[src/rtl/dual_timer_pkg.sv]
package dual_timer_pkg;
  localparam int NUM_TIMERS  = 2;
  // control byte field positions, decoded by timer_unit
  localparam int CTL_RUN     = 0;
  localparam int CTL_ONESHOT = 3;
  localparam int CTL_LOAD    = 4;
  localparam int CTL_CHAIN   = 6;
endpackage

[src/rtl/timer_unit.sv]
module timer_unit
  import dual_timer_pkg::*;
#(
  parameter int CNT_W    = 16,
  parameter int DATA_W   = 8,
  parameter bit CHAIN_EN = 1'b0,
  localparam int NB      = CNT_W / DATA_W
) (
  input  logic              clk_i,
  input  logic              rst_ni,
  input  logic              tick_i,
  input  logic              chain_tick_i,
  input  logic [NB-1:0]     lat_we_i,
  input  logic              ctl_we_i,
  input  logic [DATA_W-1:0] wdata_i,
  output logic [CNT_W-1:0]  cnt_o,
  output logic [DATA_W-1:0] ctl_o,
  output logic              uflow_o
);
  logic [CNT_W-1:0]  cnt_q, cnt_d, lat_q, lat_d;
  logic [DATA_W-1:0] ctl_q, ctl_d;
  logic step_src, step, uflow, force_ld, hi_ld;

  if (CHAIN_EN) begin : g_chain
    assign step_src = ctl_q[CTL_CHAIN] ? chain_tick_i : tick_i;
  end else begin : g_free
    logic unused_chain;
    assign unused_chain = chain_tick_i;
    assign step_src     = tick_i;
  end

  assign step     = ctl_q[CTL_RUN] & step_src;
  assign uflow    = step & (cnt_q == '0);
  assign force_ld = ctl_we_i & wdata_i[CTL_LOAD];
  assign hi_ld    = lat_we_i[NB-1] & ~ctl_q[CTL_RUN];

  always_comb begin
    lat_d = lat_q;
    for (int b = 0; b < NB; b++)
      if (lat_we_i[b]) lat_d[b*DATA_W +: DATA_W] = wdata_i;
  end

  always_comb begin
    cnt_d = cnt_q;
    if (force_ld)   cnt_d = lat_q;
    else if (hi_ld) cnt_d = lat_d;
    else if (uflow) cnt_d = lat_q;
    else if (step)  cnt_d = cnt_q - CNT_W'(1);
  end

  always_comb begin
    ctl_d = ctl_q;
    if (uflow && ctl_q[CTL_ONESHOT]) ctl_d[CTL_RUN] = 1'b0;
    if (ctl_we_i) begin
      ctl_d           = wdata_i;
      ctl_d[CTL_LOAD] = 1'b0;  // strobe only
    end
  end

  always_ff @(posedge clk_i or negedge rst_ni) begin
    if (!rst_ni) begin
      cnt_q <= '0;
      lat_q <= '0;
      ctl_q <= '0;
    end else begin
      cnt_q <= cnt_d;
      lat_q <= lat_d;
      ctl_q <= ctl_d;
    end
  end

  assign cnt_o   = cnt_q;
  assign ctl_o   = ctl_q;
  assign uflow_o = uflow;

  assert_reload_R5: assert property (@(posedge clk_i) disable iff (!rst_ni)
    uflow_o |=> cnt_q == $past(lat_q))
    else $error("R5 reload mismatch");

  assert_oneshot_stop_R6: assert property (@(posedge clk_i) disable iff (!rst_ni)
    (uflow_o && ctl_q[CTL_ONESHOT] && !ctl_we_i) |=> !ctl_q[CTL_RUN])
    else $error("R6 one-shot did not stop");

  assert_force_load_R7: assert property (@(posedge clk_i) disable iff (!rst_ni)
    (ctl_we_i && wdata_i[CTL_LOAD]) |=> cnt_q == $past(lat_q))
    else $error("R7 force load missed");

  assert_step_R4: assert property (@(posedge clk_i) disable iff (!rst_ni)
    (step && cnt_q != '0 && !force_ld) |=> cnt_q == $past(cnt_q) - CNT_W'(1))
    else $error("R4 step wrong");

  assert_hold_R4: assert property (@(posedge clk_i) disable iff (!rst_ni)
    (!step && !force_ld && !hi_ld) |=> $stable(cnt_q))
    else $error("R4 counter moved while idle");

  assert_hi_load_R3: assert property (@(posedge clk_i) disable iff (!rst_ni)
    (hi_ld && !force_ld) |=> cnt_q == lat_q)
    else $error("R3 high-byte load missed");
endmodule

[src/rtl/timer_rdmux.sv]
module timer_rdmux
  import dual_timer_pkg::*;
#(
  parameter int CNT_W   = 16,
  parameter int DATA_W  = 8,
  localparam int NB     = CNT_W / DATA_W,
  localparam int ADDR_W = $clog2(NUM_TIMERS * NB + NUM_TIMERS)
) (
  input  logic [ADDR_W-1:0]                 addr_i,
  input  logic [NUM_TIMERS-1:0][CNT_W-1:0]  cnt_i,
  input  logic [NUM_TIMERS-1:0][DATA_W-1:0] ctl_i,
  output logic [DATA_W-1:0]                 rdata_o
);
  always_comb begin
    rdata_o = '0;
    for (int t = 0; t < NUM_TIMERS; t++) begin
      for (int b = 0; b < NB; b++)
        if (addr_i == ADDR_W'(t * NB + b)) rdata_o = cnt_i[t][b*DATA_W +: DATA_W];
      if (addr_i == ADDR_W'(NUM_TIMERS * NB + t)) rdata_o = ctl_i[t];
    end
  end
endmodule

[src/rtl/dual_interval_timer.sv]
module dual_interval_timer
  import dual_timer_pkg::*;
#(
  parameter int CNT_W   = 16,
  parameter int DATA_W  = 8,
  localparam int NB     = CNT_W / DATA_W,
  localparam int ADDR_W = $clog2(NUM_TIMERS * NB + NUM_TIMERS)
) (
  input  logic                  clk_i,
  input  logic                  rst_ni,
  input  logic                  tick_i,
  input  logic                  we_i,
  input  logic [ADDR_W-1:0]     addr_i,
  input  logic [DATA_W-1:0]     wdata_i,
  output logic [DATA_W-1:0]     rdata_o,
  output logic [NUM_TIMERS-1:0] irq_o
);
  logic [NUM_TIMERS-1:0][CNT_W-1:0]  cnt;
  logic [NUM_TIMERS-1:0][DATA_W-1:0] ctl;
  logic [NUM_TIMERS-1:0]             uflow, chain_src;

  // timer t steps on underflows of timer t-1 in chain mode
  assign chain_src = {uflow[NUM_TIMERS-2:0], 1'b0};

  for (genvar t = 0; t < NUM_TIMERS; t++) begin : g_tmr
    logic [NB-1:0] lat_we;
    logic          ctl_we;
    for (genvar b = 0; b < NB; b++) begin : g_byte
      assign lat_we[b] = we_i && (addr_i == ADDR_W'(t * NB + b));
    end
    assign ctl_we = we_i && (addr_i == ADDR_W'(NUM_TIMERS * NB + t));

    timer_unit #(
      .CNT_W    (CNT_W),
      .DATA_W   (DATA_W),
      .CHAIN_EN (t != 0)
    ) u_unit (
      .clk_i        (clk_i),
      .rst_ni       (rst_ni),
      .tick_i       (tick_i),
      .chain_tick_i (chain_src[t]),
      .lat_we_i     (lat_we),
      .ctl_we_i     (ctl_we),
      .wdata_i      (wdata_i),
      .cnt_o        (cnt[t]),
      .ctl_o        (ctl[t]),
      .uflow_o      (uflow[t])
    );
  end

  timer_rdmux #(
    .CNT_W  (CNT_W),
    .DATA_W (DATA_W)
  ) u_rdmux (
    .addr_i  (addr_i),
    .cnt_i   (cnt),
    .ctl_i   (ctl),
    .rdata_o (rdata_o)
  );

  assign irq_o = uflow;

  assert_chain_hold_R8: assert property (@(posedge clk_i) disable iff (!rst_ni)
    (ctl[1][CTL_CHAIN] && ctl[1][CTL_RUN] && !uflow[0] && !we_i) |=> $stable(cnt[1]))
    else $error("R8 chained timer moved without upstream underflow");

  assert_chain_pulse_R8: assert property (@(posedge clk_i) disable iff (!rst_ni)
    (ctl[1][CTL_CHAIN] && uflow[1]) |-> uflow[0])
    else $error("R8 chained underflow without upstream underflow");
endmodule

[config.mk]
export PLATFORM = sky130hd
export DESIGN_NAME = dual_interval_timer
export DESIGN_NICKNAME = d
export VERILOG_FILES = /design/src/rtl/dual_timer_pkg.sv /design/src/rtl/timer_unit.sv /design/src/rtl/timer_rdmux.sv /design/src/rtl/dual_interval_timer.sv
export SDC_FILE = /design/constraint.sdc
export NUM_CORES = 1
export LEC_CHECK = 0
export ABC_AREA = 0
export BUFFER_PORTS_ARGS = -buffer_cell sky130_fd_sc_hd__buf_4
export CORE_UTILIZATION = 35
export CTS_CLUSTER_DIAMETER = 100
export DETAILED_ROUTE_END_ITERATION = 7
export MAX_ROUTING_LAYER = met4
export PLACE_DENSITY = 0.59
export SETUP_SLACK_MARGIN = 0.3
export SLEW_MARGIN = 40
export SYNTH_ARGS = -nofsm -noshare
export SYNTH_HDL_FRONTEND = slang
export SYNTH_SLANG_ARGS = --single-unit
[constraint.sdc]
create_clock -name clk_i -period 7.66 [get_ports clk_i]
set_clock_uncertainty 0.2 [all_clocks]
set_input_delay 1.532 -clock clk_i [delete_from_list [all_inputs] [get_ports clk_i]]
set_output_delay 1.532 -clock clk_i [all_outputs]
set_load 0.03 [all_outputs]
### Word level (Yosys, flattened, before mapping)

Index checks and enable logic that the tools add are counted.

| storage, ports and cells | value |
|---|---|
| bits in registers | 78 |
| input bits | 15 |
| output and inout bits | 10 |
| logic and storage cells | 63 |

| operators by class | value |
|---|---|
| add/subtract/negate cells | 2 |
| equality and inequality tests | 5 |
| muxes and demuxes | 23 |
| bitwise gates (word level) | 10 |
| reductions and logical operators | 15 |

Operators by type and width:

| kind | number |
|---|---|
| $mux W16 | 8 |
| $mux W8 | 10 |
| $logic_not A16 Y1 | 2 |
| $sub A16 B1 Y16 const B | 2 |
| $and A1 B1 Y1 | 8 |
| $logic_and A1 B1 Y1 | 8 |
| $reduce_bool A4 Y1 | 2 |
| $eq A3 B2 Y1 const B | 2 |
| $eq A3 B3 Y1 const B | 2 |
| $mux W1 | 5 |
| $reduce_bool A2 Y1 | 2 |
| $eq A3 B1 Y1 const B | 1 |
| $logic_not A3 Y1 | 1 |
| $not A1 Y1 | 2 |

### Logic depth before layout (Yosys ltp)

| logic depth | value |
|---|---|
| word-level depth | 8 |
| depth in mapped cells | 10 |
| mapped depth without buffers | 9 |

### Hierarchy

From an unflattened synthesis, not the netlist that was laid out.

| unflattened totals | value |
|---|---|
| cells, all modules | 497 |
| area, all modules | 4,993.5 sq um |

Modules (own cells, without submodules):

| module | instances | cells each | area an instance (sq um) | seq. area each (sq um) |
|---|---|---|---|---|
| timer_unit at g_tmr[1].u_unit | 1 | 212 | 2,229.6 | 975.9 |
| timer_unit at g_tmr[0].u_unit | 1 | 208 | 2,163.3 | 975.9 |
| timer_rdmux | 1 | 70 | 521.8 | 0.0 |
| dual_interval_timer | 1 | 7 | 78.8 | 0.0 |

### Least setup slack after synthesis

OpenSTA, ideal clock, no wires.

| path | value |
|---|---|
| path kind | input to output |
| start point | in addr_i[0] |
| end point | out rdata_o[2] |
| data arrival time | 3.177 ns |
| required time | 5.928 ns |
| slack | 2.751 ns |
| stages on the path | 7 |
| buffers on the path | 3 |
| path through | clkbuf_1 > clkbuf_1 > clkbuf_1 > a21oi_1 > o22a_1 > o21ai_0 > o311a_1 |

| between the ends | value |
|---|---|
| longest elaborated chain between the ends | 7 |
| elaborated cells on any way between the ends | 12 |
| classes of those cells | 5 x eq/ne; 6 x mux; 1 x reduce/logical |

RTL lines:

| item | RTL line | RTL |
|---|---|---|
| from (decl) | dual_interval_timer.sv:13 | `input logic [ADDR_W-1:0] addr_i,` |
| $logic_not A3 Y1 | timer_rdmux.sv:18 | `if (addr_i == ADDR_W'(t * NB + b)) rdata_o = cnt_i[t][b*DATA_W +: DATA_W];` |
| $mux W8 (2 in series) | timer_rdmux.sv:18 |  |
| $mux W8 | timer_rdmux.sv:19 | `if (addr_i == ADDR_W'(NUM_TIMERS * NB + t)) rdata_o = ctl_i[t];` |
| $mux W8 (2 in series) | timer_rdmux.sv:18 |  |
| $mux W8 * | timer_rdmux.sv:19 |  |
| to (decl) | dual_interval_timer.sv:15 | `output logic [DATA_W-1:0] rdata_o,` |

Mark *: on every way between the ends. The rest lies on a longest branch, timed or not.

### Worst setup path in the final report

| path | value |
|---|---|
| start point | in addr_i[2] |
| end point | out rdata_o[6] |

The elaborated chain is that of the path after synthesis.

==> impl_metrics.toml <==
[min_path]
hold_class = "register to register"

[die]
die_w_um = 117
initial_core_util_pct = 36.4
pin_count = 25
rows = 41
die_area_sq_um = 13800
die_h_um = 117
coreArea_sq_um = 12800

[synth]
synth_top_cell_area_share_pct = 41.9
synth_seq_cells = 78
ys_warn_count = 0
yosysSeqAreaShare_pct = 41.9
synthTopCellsByArea = "dfrtp_1, mux2_2, nand2_1"
synth-async-reset-ratio_pct = 100
avgSynthCellArea_sq_um = 9.42
syn_area_sq_um = 4660
yosys_most_used_dff = "dfrtp_1"
synth_cell_types = 63
yosysTopAreaCell = "dfrtp_1"
syn_inst = 495
synth_edf_count = 0
syn_nets = 514

[detailed_routing]
remaining_drc_errors = 0
drt_iter0_drc = 347
firstDrtPassIters = 6
num_vias = 4053
antenna_left = 0
wirelength_um = 13900
wl_per_cell_um = 20.5
viasPerCell = 6.00

[cts]
hold_buffers = 0
postCtsSetupBuffers = 0
cts_tree = "yes"
clk_latency_ps = 340
cts_buffer_depth = 2
h-tree-depth = 3
cts_sinks = 78
cts_root_buf = "clkbuf_16"
clkTransAtPathRegs_ps = 50
cts_buffers = 9
cts_resized = 0

[final_layout]
fin_util_pct = 40.9
finalInstanceArea_sq_um = 5250
n_antenna_cell = 0
final_common_cell = "dfrtp_1"
nets = 519
area_growth_pct = 12.6
drive_gt1_share_pct = 20.6
final_cell_mix = "dfrtp_1, nand2_1, nor2_1, mux2_2, buf_4"

[timing]
setup_viol = 0
slew-limit-headroom_pct = 44.7
final_hold_viol_count = 0
min_period_ps = 4820
max_slew.worst_pin.slew_ps = 822
period_share_pct = 63.0
max_freq_mhz = 207
hold_ws_ps = 282
drv_slew = 0
final.setup.tns_ps = 0
rsz0062_at_grt = "false"

[critical_path]
cp_top_family = "compound AO/OA/AOI/OAI gates"
required_ps = 5930
arrival_ps = 3090
critPathKind = "input pin to primary output"
path_buf_inv = 2
crit_slowest_cell = "nor2b_1"
crit_top_cell = "buf_4"
startpoint_type = "input pin"
worstPathCellList = "buf_4 -> nor2b_1 -> a21oi_1 -> o22a_1 -> o21ai_0 -> o311a_1 -> buf_4"
slowest_delay_ps = 370
critPathCaptureType = "primary output"
crit_path_max_fanout = 28

[place]
dp_hpwl_um = 9670
placed_area_sq_um = 4960
port_buffers = 24
place.gp.congestion = 0.943

[power_and_ir_drop]
p_total_mw = 1.64
p_seq_share_pct = 43.4
switching_share_pct = 36.6
p_leak_nw = 2.07
power_switching_mw = 0.598
intPower_mw = 1.04
ir_worst_vdd_mv = 0.112
power_density_nw_per_um2 = 312
comb_power_share_pct = 30.6
pwr-share-clk_pct = 26.0

[global_routing]
grt_pass1_vias = 4099
grt.total_usage_pct = 21.4
grt_max_degree = 79
overflow = 0
grt_pass1_wl_um = 22500
antenna_found_initial = 0

[outcome]
outcome = "finished clean"

[flow_run]
cap_violations = 0
## tightest hold or removal path: cells and delay by family, from the launching register on
kind,cells,cell delay (ps)
compound gates,1,60
simple gates,1,50
flops,1,340
## stage by stage
step | setup WS (ps) | cells
global placement | 2890 | 661
global route | 2710 | 676
detailed placement | 2850 | 661
finish | 2840 | 676
floorplan | 2750 | 495
CTS | 2850 | 676
## Yosys cell counts, drive strengths merged (2+ instances only)
library cell,count
mux2i,2
nand3,10
o31ai,4
a21oi,25
mux4,3
o221ai,3
mux2,42
nand4,4
nand2b,3
a211oi,11
nor2b,10
nand2,48
o22a,8
nor3b,2
xnor2,8
xor2,10
o2bb2ai,2
inv,9
o21ai,26
a22oi,4
o22ai,18
a2bb2oi,3
clkbuf,25
o32ai,3
a221oi,4
and2,4
o21a,4
o311a,5
buf,10
or3,5
o211ai,3
or4,2
nor3,16
nand4b,2
dfrtp,78
nor4,8
nor2,44
or2,5
ha,4
a31oi,3
nand3b,2
## layer usage
metal	global-route usage [%]	share of wire (%)	vias to the layer above
met5	-	0	-
met2	31.6	45	172
met4	7.71	2.5	0
met1	28.6	45	2003
met3	4.62	7.3	30
li1	-	-	1848
## power by group through the flow
stage	sequential [mW]	clock [mW]	combinational, mW
6_report	0.710	0.426	0.500
5_1_grt	0.728	0.449	0.556
4_1_cts	0.704	0.432	0.499
3_5_place_dp	0.711	0	0.493
3_3_place_gp	0.708	0	0.483
2_1_floorplan	0.633	0	0.404
## layout make-up
class	instances	area, sq um
multi-input combinational	373	2540
sequential	78	1950
tap	172	215
clock inverter	4	47.5
inverter	9	33.8
timing repair buffer	29	221
fill	1279	7570
clock buffer	11	243
## registers in the layout (all words and copies together), names as in the netlist
name,count
g_tmr.u_unit.cnt_o,32
g_tmr.u_unit.ctl_o,14
g_tmr.u_unit.lat_q,32
## logic make-up (layout without fill, tap and decap cells)
logic type | Yosys count | after routing | synth area share [%]
xor gates and xnor gates | 18 | 18 | 3.38
adders and majority gates | 4 | 4 | 1.07
DFF | 78 | 78 | 41.9
AOI/OAI and AO/OA | 134 | 134 | 19.8
buffers and inverters | 44 | 53 | 4.03
and+or+nand+nor | 170 | 170 | 17.8
muxes | 47 | 47 | 12.0
## final timing paths
check	startpoint	end	slack [ps]	cells after the start
setup / recovery	addr_i[2]	rdata_o[6]	2840	7
hold / removal	g_tmr[0].u_unit.lat_q[13]	g_tmr[0].u_unit.cnt_o[13]	280	2
setup reg to reg	g_tmr[0].u_unit.cnt_o[9]	g_tmr[1].u_unit.cnt_o[6]	4530	6
hold reg to reg	g_tmr[0].u_unit.lat_q[13]	g_tmr[0].u_unit.cnt_o[13]	280	2
max in group asynchronous	rst_ni	g_tmr[0].u_unit.cnt_o[2]	5710	1
min in group asynchronous	rst_ni	g_tmr[1].u_unit.lat_q[5]	1010	1
(Power assumes the default switching activity.)
